--- src/rtl/rxbd_pkg.sv ---
package rxbd_pkg;
  localparam int unsigned LEN_W = 12;
  localparam int unsigned PTR_W = 16;

  typedef struct packed {
    logic             empty;
    logic             wrap;
    logic             oversize;
    logic             frame_err;
    logic [LEN_W-1:0] len;
    logic [PTR_W-1:0] buf_ptr;
  } desc_t;

  localparam int unsigned DESC_W = $bits(desc_t);
endpackage

--- src/rtl/rxbd_ctrl.sv ---
module rxbd_ctrl #(
  parameter int unsigned DROP_W = 8
) (
  input  logic              clk_i,
  input  logic              rst_ni,
  input  logic              busy_set_i,
  input  logic              drop_i,
  input  logic              rcv_active_i,
  input  logic              busy_clr_i,
  input  logic              clr_halt_i,
  input  logic              grs_i,
  output logic              evt_busy_o,
  output logic              halted_o,
  output logic              evt_grsc_o,
  output logic              accept_ok_o,
  output logic [DROP_W-1:0] drop_cnt_o
);
  logic busy_q, halt_q, grsc_q;
  logic [DROP_W-1:0] drop_q;

  always_ff @(posedge clk_i or negedge rst_ni) begin
    if (!rst_ni) begin
      busy_q <= 1'b0;
      halt_q <= 1'b0;
      grsc_q <= 1'b0;
      drop_q <= '0;
    end else begin
      if (busy_set_i)      busy_q <= 1'b1;
      else if (busy_clr_i) busy_q <= 1'b0;
      // halt release needs the busy event already cleared
      if (busy_set_i)                 halt_q <= 1'b1;
      else if (clr_halt_i && !busy_q) halt_q <= 1'b0;
      if (!grs_i)             grsc_q <= 1'b0;
      else if (!rcv_active_i) grsc_q <= 1'b1;
      if (drop_i) drop_q <= drop_q + 1'b1;
    end
  end

  assign evt_busy_o  = busy_q;
  assign halted_o    = halt_q;
  assign evt_grsc_o  = grsc_q;
  assign accept_ok_o = !halt_q && !grs_i;
  assign drop_cnt_o  = drop_q;
endmodule

--- src/rtl/rxbd_frame.sv ---
module rxbd_frame
  import rxbd_pkg::*;
#(
  parameter int unsigned DESC_AW = 4
) (
  input  logic               clk_i,
  input  logic               rst_ni,
  input  logic               rx_valid_i,
  input  logic [7:0]         rx_data_i,
  input  logic               rx_last_i,
  input  logic               rx_err_i,
  input  logic               accept_ok_i,
  input  desc_t              desc_rd_i,
  input  logic [DESC_AW-1:0] base_i,
  input  logic [LEN_W-1:0]   max_len_i,
  output logic [DESC_AW-1:0] desc_addr_o,
  output logic               desc_we_o,
  output desc_t              desc_wd_o,
  output logic               buf_we_o,
  output logic [PTR_W-1:0]   buf_addr_o,
  output logic [7:0]         buf_data_o,
  output logic               busy_set_o,
  output logic               drop_o,
  output logic               rcv_active_o
);
  logic               in_frame_q, keep_q, wrap_q, ovr_q, err_q;
  logic [LEN_W-1:0]   cnt_q;
  logic [PTR_W-1:0]   ptr_q;
  logic [DESC_AW-1:0] cur_q;

  logic start, take, active, fits;
  logic wrap_now, ovr_now, err_now;
  logic [LEN_W-1:0] cnt_now, cnt_next;
  logic [PTR_W-1:0] ptr_now;

  logic unused_fields;
  assign unused_fields = ^{desc_rd_i.len, desc_rd_i.oversize, desc_rd_i.frame_err};

  always_comb begin
    start    = rx_valid_i && !in_frame_q;
    take     = start && accept_ok_i && desc_rd_i.empty;
    active   = take || (in_frame_q && keep_q);
    cnt_now  = start ? '0 : cnt_q;
    ptr_now  = start ? desc_rd_i.buf_ptr : ptr_q;
    wrap_now = start ? desc_rd_i.wrap : wrap_q;
    ovr_now  = start ? 1'b0 : ovr_q;
    err_now  = start ? 1'b0 : err_q;
    fits     = cnt_now < max_len_i;
    cnt_next = fits ? cnt_now + 1'b1 : cnt_now;

    desc_wd_o           = '0;
    desc_wd_o.empty     = 1'b0;
    desc_wd_o.wrap      = wrap_now;
    desc_wd_o.oversize  = ovr_now || !fits;
    desc_wd_o.frame_err = err_now || rx_err_i;
    desc_wd_o.len       = cnt_next;
    desc_wd_o.buf_ptr   = ptr_now;
  end

  assign busy_set_o   = start && accept_ok_i && !desc_rd_i.empty;
  assign drop_o       = start && !take;
  assign buf_we_o     = rx_valid_i && active && fits;
  assign buf_addr_o   = ptr_now + PTR_W'(cnt_now);
  assign buf_data_o   = rx_data_i;
  assign desc_we_o    = rx_valid_i && active && rx_last_i;
  assign desc_addr_o  = cur_q;
  assign rcv_active_o = in_frame_q && keep_q;

  always_ff @(posedge clk_i or negedge rst_ni) begin
    if (!rst_ni) begin
      in_frame_q <= 1'b0;
      keep_q     <= 1'b0;
      wrap_q     <= 1'b0;
      ovr_q      <= 1'b0;
      err_q      <= 1'b0;
      cnt_q      <= '0;
      ptr_q      <= '0;
      cur_q      <= '0;
    end else if (rx_valid_i) begin
      in_frame_q <= !rx_last_i;
      keep_q     <= active;
      cnt_q      <= cnt_next;
      ptr_q      <= ptr_now;
      wrap_q     <= wrap_now;
      ovr_q      <= ovr_now || !fits;
      err_q      <= err_now || rx_err_i;
      if (desc_we_o) cur_q <= wrap_now ? base_i : cur_q + 1'b1;
    end
  end
endmodule

--- src/rtl/rxbd_ring_engine.sv ---
module rxbd_ring_engine
  import rxbd_pkg::*;
#(
  parameter int unsigned DESC_AW = 4,
  parameter int unsigned DROP_W  = 8
) (
  input  logic                clk_i,
  input  logic                rst_ni,
  input  logic                rx_valid_i,
  input  logic [7:0]          rx_data_i,
  input  logic                rx_last_i,
  input  logic                rx_err_i,
  input  logic [DESC_AW-1:0]  base_ptr_i,
  input  logic [LEN_W-1:0]    max_len_i,
  input  logic                busy_clr_i,
  input  logic                clr_halt_i,
  input  logic                grs_i,
  output logic                evt_busy_o,
  output logic                evt_grsc_o,
  output logic                halted_o,
  output logic [DROP_W-1:0]   drop_cnt_o,
  output logic [DESC_AW-1:0]  desc_addr_o,
  input  logic [DESC_W-1:0]   desc_rdata_i,
  output logic                desc_we_o,
  output logic [DESC_W-1:0]   desc_wdata_o,
  output logic                buf_we_o,
  output logic [PTR_W-1:0]    buf_addr_o,
  output logic [7:0]          buf_data_o
);
  logic  busy_set, drop, rcv_active, accept_ok;
  desc_t desc_rd, desc_wd;

  assign desc_rd      = desc_t'(desc_rdata_i);
  assign desc_wdata_o = desc_wd;

  rxbd_frame #(.DESC_AW(DESC_AW)) u_frame (
    .clk_i        (clk_i),
    .rst_ni       (rst_ni),
    .rx_valid_i   (rx_valid_i),
    .rx_data_i    (rx_data_i),
    .rx_last_i    (rx_last_i),
    .rx_err_i     (rx_err_i),
    .accept_ok_i  (accept_ok),
    .desc_rd_i    (desc_rd),
    .base_i       (base_ptr_i),
    .max_len_i    (max_len_i),
    .desc_addr_o  (desc_addr_o),
    .desc_we_o    (desc_we_o),
    .desc_wd_o    (desc_wd),
    .buf_we_o     (buf_we_o),
    .buf_addr_o   (buf_addr_o),
    .buf_data_o   (buf_data_o),
    .busy_set_o   (busy_set),
    .drop_o       (drop),
    .rcv_active_o (rcv_active)
  );

  rxbd_ctrl #(.DROP_W(DROP_W)) u_ctrl (
    .clk_i        (clk_i),
    .rst_ni       (rst_ni),
    .busy_set_i   (busy_set),
    .drop_i       (drop),
    .rcv_active_i (rcv_active),
    .busy_clr_i   (busy_clr_i),
    .clr_halt_i   (clr_halt_i),
    .grs_i        (grs_i),
    .evt_busy_o   (evt_busy_o),
    .halted_o     (halted_o),
    .evt_grsc_o   (evt_grsc_o),
    .accept_ok_o  (accept_ok),
    .drop_cnt_o   (drop_cnt_o)
  );
endmodule

--- config.mk ---
export PLATFORM = sky130hd
export DESIGN_NAME = rxbd_ring_engine
export DESIGN_NICKNAME = d
export VERILOG_FILES = /design/src/rtl/rxbd_pkg.sv /design/src/rtl/rxbd_ctrl.sv /design/src/rtl/rxbd_frame.sv /design/src/rtl/rxbd_ring_engine.sv
export SDC_FILE = /design/constraint.sdc
export NUM_CORES = 1
export LEC_CHECK = 0
export BUFFER_PORTS_ARGS = -buffer_cell sky130_fd_sc_hd__buf_2
export CORE_ASPECT_RATIO = 1.25
export CORE_MARGIN = 5
export CORE_UTILIZATION = 40
export CTS_CLUSTER_DIAMETER = 200
export DETAILED_ROUTE_END_ITERATION = 12
export PLACE_DENSITY = 0.77
export SYNTH_ARGS = -nofsm -noshare
export SYNTH_HDL_FRONTEND = slang
export SYNTH_HIERARCHICAL = 1
export SYNTH_SLANG_ARGS = --single-unit
export TNS_END_PERCENT = 100
--- constraint.sdc ---
create_clock -name clk_i -period 7.2 [get_ports clk_i]
set_clock_uncertainty 0.1 [all_clocks]
set_input_delay 0.72 -clock clk_i [delete_from_list [all_inputs] [get_ports clk_i]]
set_output_delay 0.72 -clock clk_i [all_outputs]
set_load 0.01 [all_outputs]
==> results.cfg, run 1 <==
[setup_path]
path_max_fanout = 30
r2r_start = u_frame/in_frame_q
critPathLaunch = u_frame/in_frame_q
worstSetupEndpointType = output pin
worst-setup-path-type = reg -> out
rrSetupSlack_ns = 3.25
crit_path_cell_trace = nand2b_2, buf_4, nand2_1, inv_1, ha_1, inv_1, maj3_1, a21o_1, nand2_1, mux2_2, buf_2
cp.required_ns = 6.38
critPathArrivalTime_ns = 4.18
cp-start-kind = flop
slowest_delay_ns = 0.83
slowest_stage = dfrtp_1

[logic_synthesis]
synth_fp_nets = 551
syn_area_per_cell_um2 = 8.23
syn_area_um2 = 3860
synth_edf_count = 0
synthFlopType = dfrtp_1
synth_simple_gate_area_share_pct = 24.3
ys_ff_latch = 48
ys_warn_count = 6
synth_top_family_by_area = simple AND/OR/NAND/NOR gates
synth_xor_area_share_pct = 9.53
synth_fa_ha_area_share_pct = 6.35
ys_seq_area_share_pct = 31.1
yosysUniqueCellTypes = 67
postSynthCellCount = 469
synth_compound_area_share_pct = 17.5
ys_async_sr_fraction_pct = 100
muxShareOfSynthArea_pct = 3.50

[cells_and_area]
diodes = 0
stdcell_count = 679
drive_gt1_share_pct = 25.7
area_growth_pct = 17.9
nFillCells = 943
fin_nets = 634

[floorplan]
initial_core_util_pct = 40.6
rows = 40
die-area_um2 = 11700
coreArea_um2 = 9510
die_h_um = 120
fp.dieW_um = 97.9
ios = 137

[timing]
relSlewSlack_pct = 47.2
slew_violations = 0
rsz0062_at_grt = no
setup_tns_ns = 0
period_needed_ns = 5.00
max_freq_mhz = 200
setup_viol = 0
period_share_pct = 69.5
worst_pin_slew_ns = 0.793
fin_ws_ns = 2.20
final-hold-violation-count = 0

[clocking]
root_buffer = clkbuf_16
cts_tree = built
holdBufCountCts = 0
clock_sinks = 48
path_clk_slew_ns = 0.07
cts.repair.resized = 0
clk-insertion-delay-late_ns = 0.29
numCtsBuffers = 5
cts_setup_buffers = 0
ctsHtreeMaxLevel = 2
cts_buffer_depth = 2

[placement]
preCtsSetupSlack_ns = 2.52
numPortBuffers = 105
placed_cells = 671
gp_congestion = 0.921
hpwl_um = 8080

[pwr]
p_leak_uw = 0.00243
report.power.total_uw = 1530
vdd_drop_max_uv = 171
power_density_nw_per_um2 = 335

[routing]
postRouteAntennaNets = 0
vias = 3666
vias_per_cell = 5.40
wire_per_inst_um = 15.6
remaining_drc_errors = 0
drt_iter0_drc = 231
wl_um = 10600
drt_pass1_iterations = 5

[run_status]
outcome = completed

[grt]
grt_pass1_vias = 3667
grt_start_max_net_pins = 49
grt_pass1_wl_um = 17600
grt_use_total_pct = 18.1
antenna_found_initial = 0
gr-total-overflow = 0

[worst_hold_path]
hold_path.class = reg -> reg
min_from = u_ctrl/drop_cnt_o[7]

[flow_run]
maxCapViolCount = 0
critical path, delay by kind of cell (launching register included):
family                   cells  cell delay (ns)
flip-flops                   1             0.83
AND/OR/NAND/NOR              3             0.98
adder cells (fa/ha/maj)      2             0.52
multiplexers                 1             0.36
buffers and inverters        4             0.77
AO/OA/AOI/OAI                1             0.40
through the flow:
stage               util [%]  cell area, µm²  hold WS [ns]
floorplan                  -            3860         0.324
global placement        46.1            4380         0.352
detailed placement      46.1            4380         0.358
CTS                     47.9            4550         0.368
global route            47.9            4550         0.394
finish                  47.9            4550         0.369
synthesized netlist by cell type, types with 9 or more instances:
| cell | count | area, µm² |
|---|---|---|
| ha_1 | 18 | 225 |
| a21oi_1 | 20 | 100 |
| inv_1 | 28 | 105 |
| mux2i_1 | 9 | 90.1 |
| and3_1 | 12 | 75.1 |
| nor2_1 | 23 | 86.3 |
| xor2_1 | 20 | 175 |
| dfrtp_1 | 48 | 1200 |
| clkbuf_1 | 15 | 56.3 |
| buf_4 | 12 | 90.1 |
| nand2_1 | 102 | 383 |
| o21ai_0 | 14 | 70.1 |
| nand3_1 | 10 | 50.1 |
| xnor2_1 | 22 | 193 |
flip-flops by register name, summed over array words and instances (netlist names):
| name | flops |
|---|---|
| u_frame/desc_addr_o | 4 |
| u_frame/in_frame_q | 1 |
| u_frame/cnt_q | 12 |
| u_frame/ovr_q | 1 |
| u_ctrl/evt_busy_o | 1 |
| u_ctrl/drop_cnt_o | 8 |
| u_frame/wrap_q | 1 |
| u_frame/keep_q | 1 |
| u_ctrl/halted_o | 1 |
| u_frame/ptr_q | 16 |
| u_frame/err_q | 1 |
| u_ctrl/evt_grsc_o | 1 |
placed cells by master (no fill, tap or decap), types with 5 or more instances in the layout:
cell type    n
o21ai_0     14
ha_1        18
buf_2      105
a31oi_1      5
nand4_1      6
dfrtp_1     48
a21o_1       7
nand2_1    102
and2_1       8
nand3_1     10
clkbuf_16    5
nor2_1      23
inv_1       28
a21oi_1     20
xnor2_1     22
nor3_1       5
xor2_1      20
mux2i_1      9
and3_1      12
per-layer routing:
| layer | track usage [%] | share of wire [%] | vias to the layer above |
|---|---|---|---|
| met1 | 21.9 | 42 | 1718 |
| met4 | 6.75 | 2.5 | 0 |
| met5 | 0 | 0 | - |
| li1 | - | - | 1781 |
| met2 | 31.3 | 49 | 144 |
| met3 | 3.90 | 6.5 | 23 |
final timing paths:
check,end,cells past startpoint
max in group asynchronous,u_frame/ptr_q[14],2
worst max register to register,u_frame/cnt_q[4],9
worst min register to register,u_ctrl/drop_cnt_o[7],1
min in group asynchronous,u_ctrl/drop_cnt_o[0],2
worst min-delay path,u_ctrl/drop_cnt_o[7],1
worst max-delay path,desc_wdata_o[17],11
final cells by class:
class / instances / area (µm²) / area share [%]
Multi-Input combinational cell: 361 / 2370 / 52.0
Sequential cell: 48 / 1200 / 26.4
Timing Repair Buffer: 108 / 548 / 12.0
Tap cell: 126 / 158 / 3.46
Clock buffer: 5 / 125 / 2.75
Inverter: 28 / 105 / 2.31
Clock inverter: 3 / 46.3 / 1.02
where the power goes:
| group | total [µW] | switching (µW) | internal (µW) |
|---|---|---|---|
| Combinational | 806 | 466 | 340 |
| Sequential | 447 | 103 | 344 |
| Clock | 272 | 107 | 165 |
| Total | 1530 | 676 | 849 |
cells by family (layout without fill, tap and decap cells):
group	count (synthesis)	after routing
buffers and inverters	60	144
and+or+nand+nor	196	196
adders and majority gates	20	20
DFF	48	48
AOI/OAI and AO/OA	90	90
xor gates and xnor gates	42	42
other	1	1
muxes	12	12
No activity file was read; power rests on OpenSTA's default activity.
==> run 2, diff against run 1 <==
- clock period: 7.2 -> 5.2 ns (I/O delays scaled with it)
==> run 2 against run 1 <==
  * Hold slack got worse by 0.14 ns
  * Die area did not move
  * Wire length fell by 1.7%
  * Non-clock buffer count rose by 2
  * Final cell count rose by 0.29%
  * Critical path depth did not move
  * Register-to-register slack got worse by 1.4 ns
  * Sequential cell count did not move
  * First-iteration DRC count fell by 24%
==> results.cfg, run 2 (synthesized netlist as in run 1, its figures left out) <==
[clocking]
path_clk_slew_ns = 0.07
holdBufCountCts = 0
cts_setup_buffers = 0
clk-insertion-delay-late_ns = 0.29
clock_sinks = 48
numCtsBuffers = 5
cts_buffer_depth = 2
cts.repair.resized = 0
ctsHtreeMaxLevel = 2
root_buffer = clkbuf_16
cts_tree = built

[routing]
wl_um = 10400
postRouteAntennaNets = 0
wire_per_inst_um = 15.2
drt_pass1_iterations = 5
remaining_drc_errors = 0
vias = 3646
drt_iter0_drc = 175
vias_per_cell = 5.35

[setup_path]
cp.required_ns = 4.58
r2r_start = u_frame/in_frame_q
slowest_stage = buf_4
cp-start-kind = flop
worst-setup-path-type = reg -> out
worstSetupEndpointType = output pin
r2r-end = u_frame/cnt_q[7]
rrSetupSlack_ns = 1.89
critPathArrivalTime_ns = 3.51
r2r_cells = 9
crit_path_cell_trace = nand2b_2, buf_4, nand2_1, inv_1, ha_1, inv_1, maj3_1, a21o_1, nand2_1, mux2_2, buf_2
path_max_fanout = 35
slowest_delay_ns = 0.48

[grt]
grt_use_total_pct = 17.7
grt_pass1_wl_um = 17100
antenna_found_initial = 0
grt_start_max_net_pins = 49
grt_pass1_vias = 3619
gr-total-overflow = 0

[placement]
place_area_um2 = 4390
gp_congestion = 0.919
hpwl_um = 8010
numPortBuffers = 105
preCtsSetupSlack_ns = 1.18

[cells_and_area]
nFillCells = 947
multiInputGateArea_um2 = 2370
drive_gt1_share_pct = 25.9
final_area_um2 = 4570
largest_reg_flops = 16
final_common_cell = buf_2
diodes = 0
area_growth_pct = 18.3
fin_nets = 636
final_cell_mix = buf_2 (105), nand2_1 (102), dfrtp_1 (48), inv_1 (28), nor2_1 (23)
fin_util_pct = 48.0
regArea_um2 = 1200
regMostFlops = u_frame/ptr_q

[timing]
fin_ws_ns = 1.07
setup_tns_ns = 0
final-hold-violation-count = 0
slew_violations = 0
max_freq_mhz = 242
setup_viol = 0
holdWs_ns = 0.227
rsz0062_at_grt = no
worst_pin_slew_ns = 0.734
relSlewSlack_pct = 51.1
period_needed_ns = 4.13
period_share_pct = 79.4

[pwr]
p_leak_uw = 0.00244
vdd_drop_max_uv = 243
power_density_nw_per_um2 = 460

[floorplan]
die-area_um2 = 11700
rows = 40
fp.dieW_um = 97.9
die_h_um = 120
ios = 137
initial_core_util_pct = 40.6
coreArea_um2 = 9510

[run_status]
outcome = completed

[flow_run]
maxCapViolCount = 0

[worst_hold_path]
hold_path.class = in -> async
-- run 2: final cells by class --
type,count,area share [%]
Inverter,28,2.30
Clock inverter,3,1.01
Clock buffer,5,2.74
Tap cell,126,3.45
Sequential cell,48,26.3
Timing Repair Buffer,110,12.3
Multi-Input combinational cell,361,51.8
-- run 2: routing by layer --
layer	vias to the layer above	track usage (%)	share of wire (%)
met3	29	2.97	6.0
met5	-	0	0
li1	1784	-	-
met2	145	29.3	48
met4	0	7.97	3.5
met1	1688	22.4	43
-- run 2: power breakdown --
part	total, µW	internal [µW]	switching, µW
clock	376	229	148
sequential	615	477	138
combinational	1110	471	640
-- run 2: worst max-delay path by stage --
stage / startpoint / to / slack (ns) / cells past startpoint
after CTS: u_frame/in_frame_q / desc_wdata_o[17] / 1.08 / 11
after global placement: rx_valid_i / desc_wdata_o[17] / 1.20 / 12
after floorplan: rx_valid_i / desc_wdata_o[20] / 1.12 / 13
after detailed placement: rx_valid_i / desc_wdata_o[17] / 1.18 / 12
final: u_frame/in_frame_q / desc_wdata_o[17] / 1.07 / 11
after global routing: u_frame/in_frame_q / desc_wdata_o[17] / 0.80 / 11
-- run 2: metrics by stage --
stage          cells  power (µW)
4_1_cts          681        2120
3_3_place_gp     673        1690
2_1_floorplan    469        1360
5_1_grt          681        2260
3_5_place_dp     673        1730
6_report         681        2100
-- run 2: critical path: cells and delay by family, from the launching register on --
kind | cells | cell delay (ns)
and+or+nand+nor | 3 | 0.75
DFF | 1 | 0.36
muxes | 1 | 0.36
AOI/OAI and AO/OA | 1 | 0.39
buffers and inverters | 4 | 0.81
adders and majority gates | 2 | 0.52
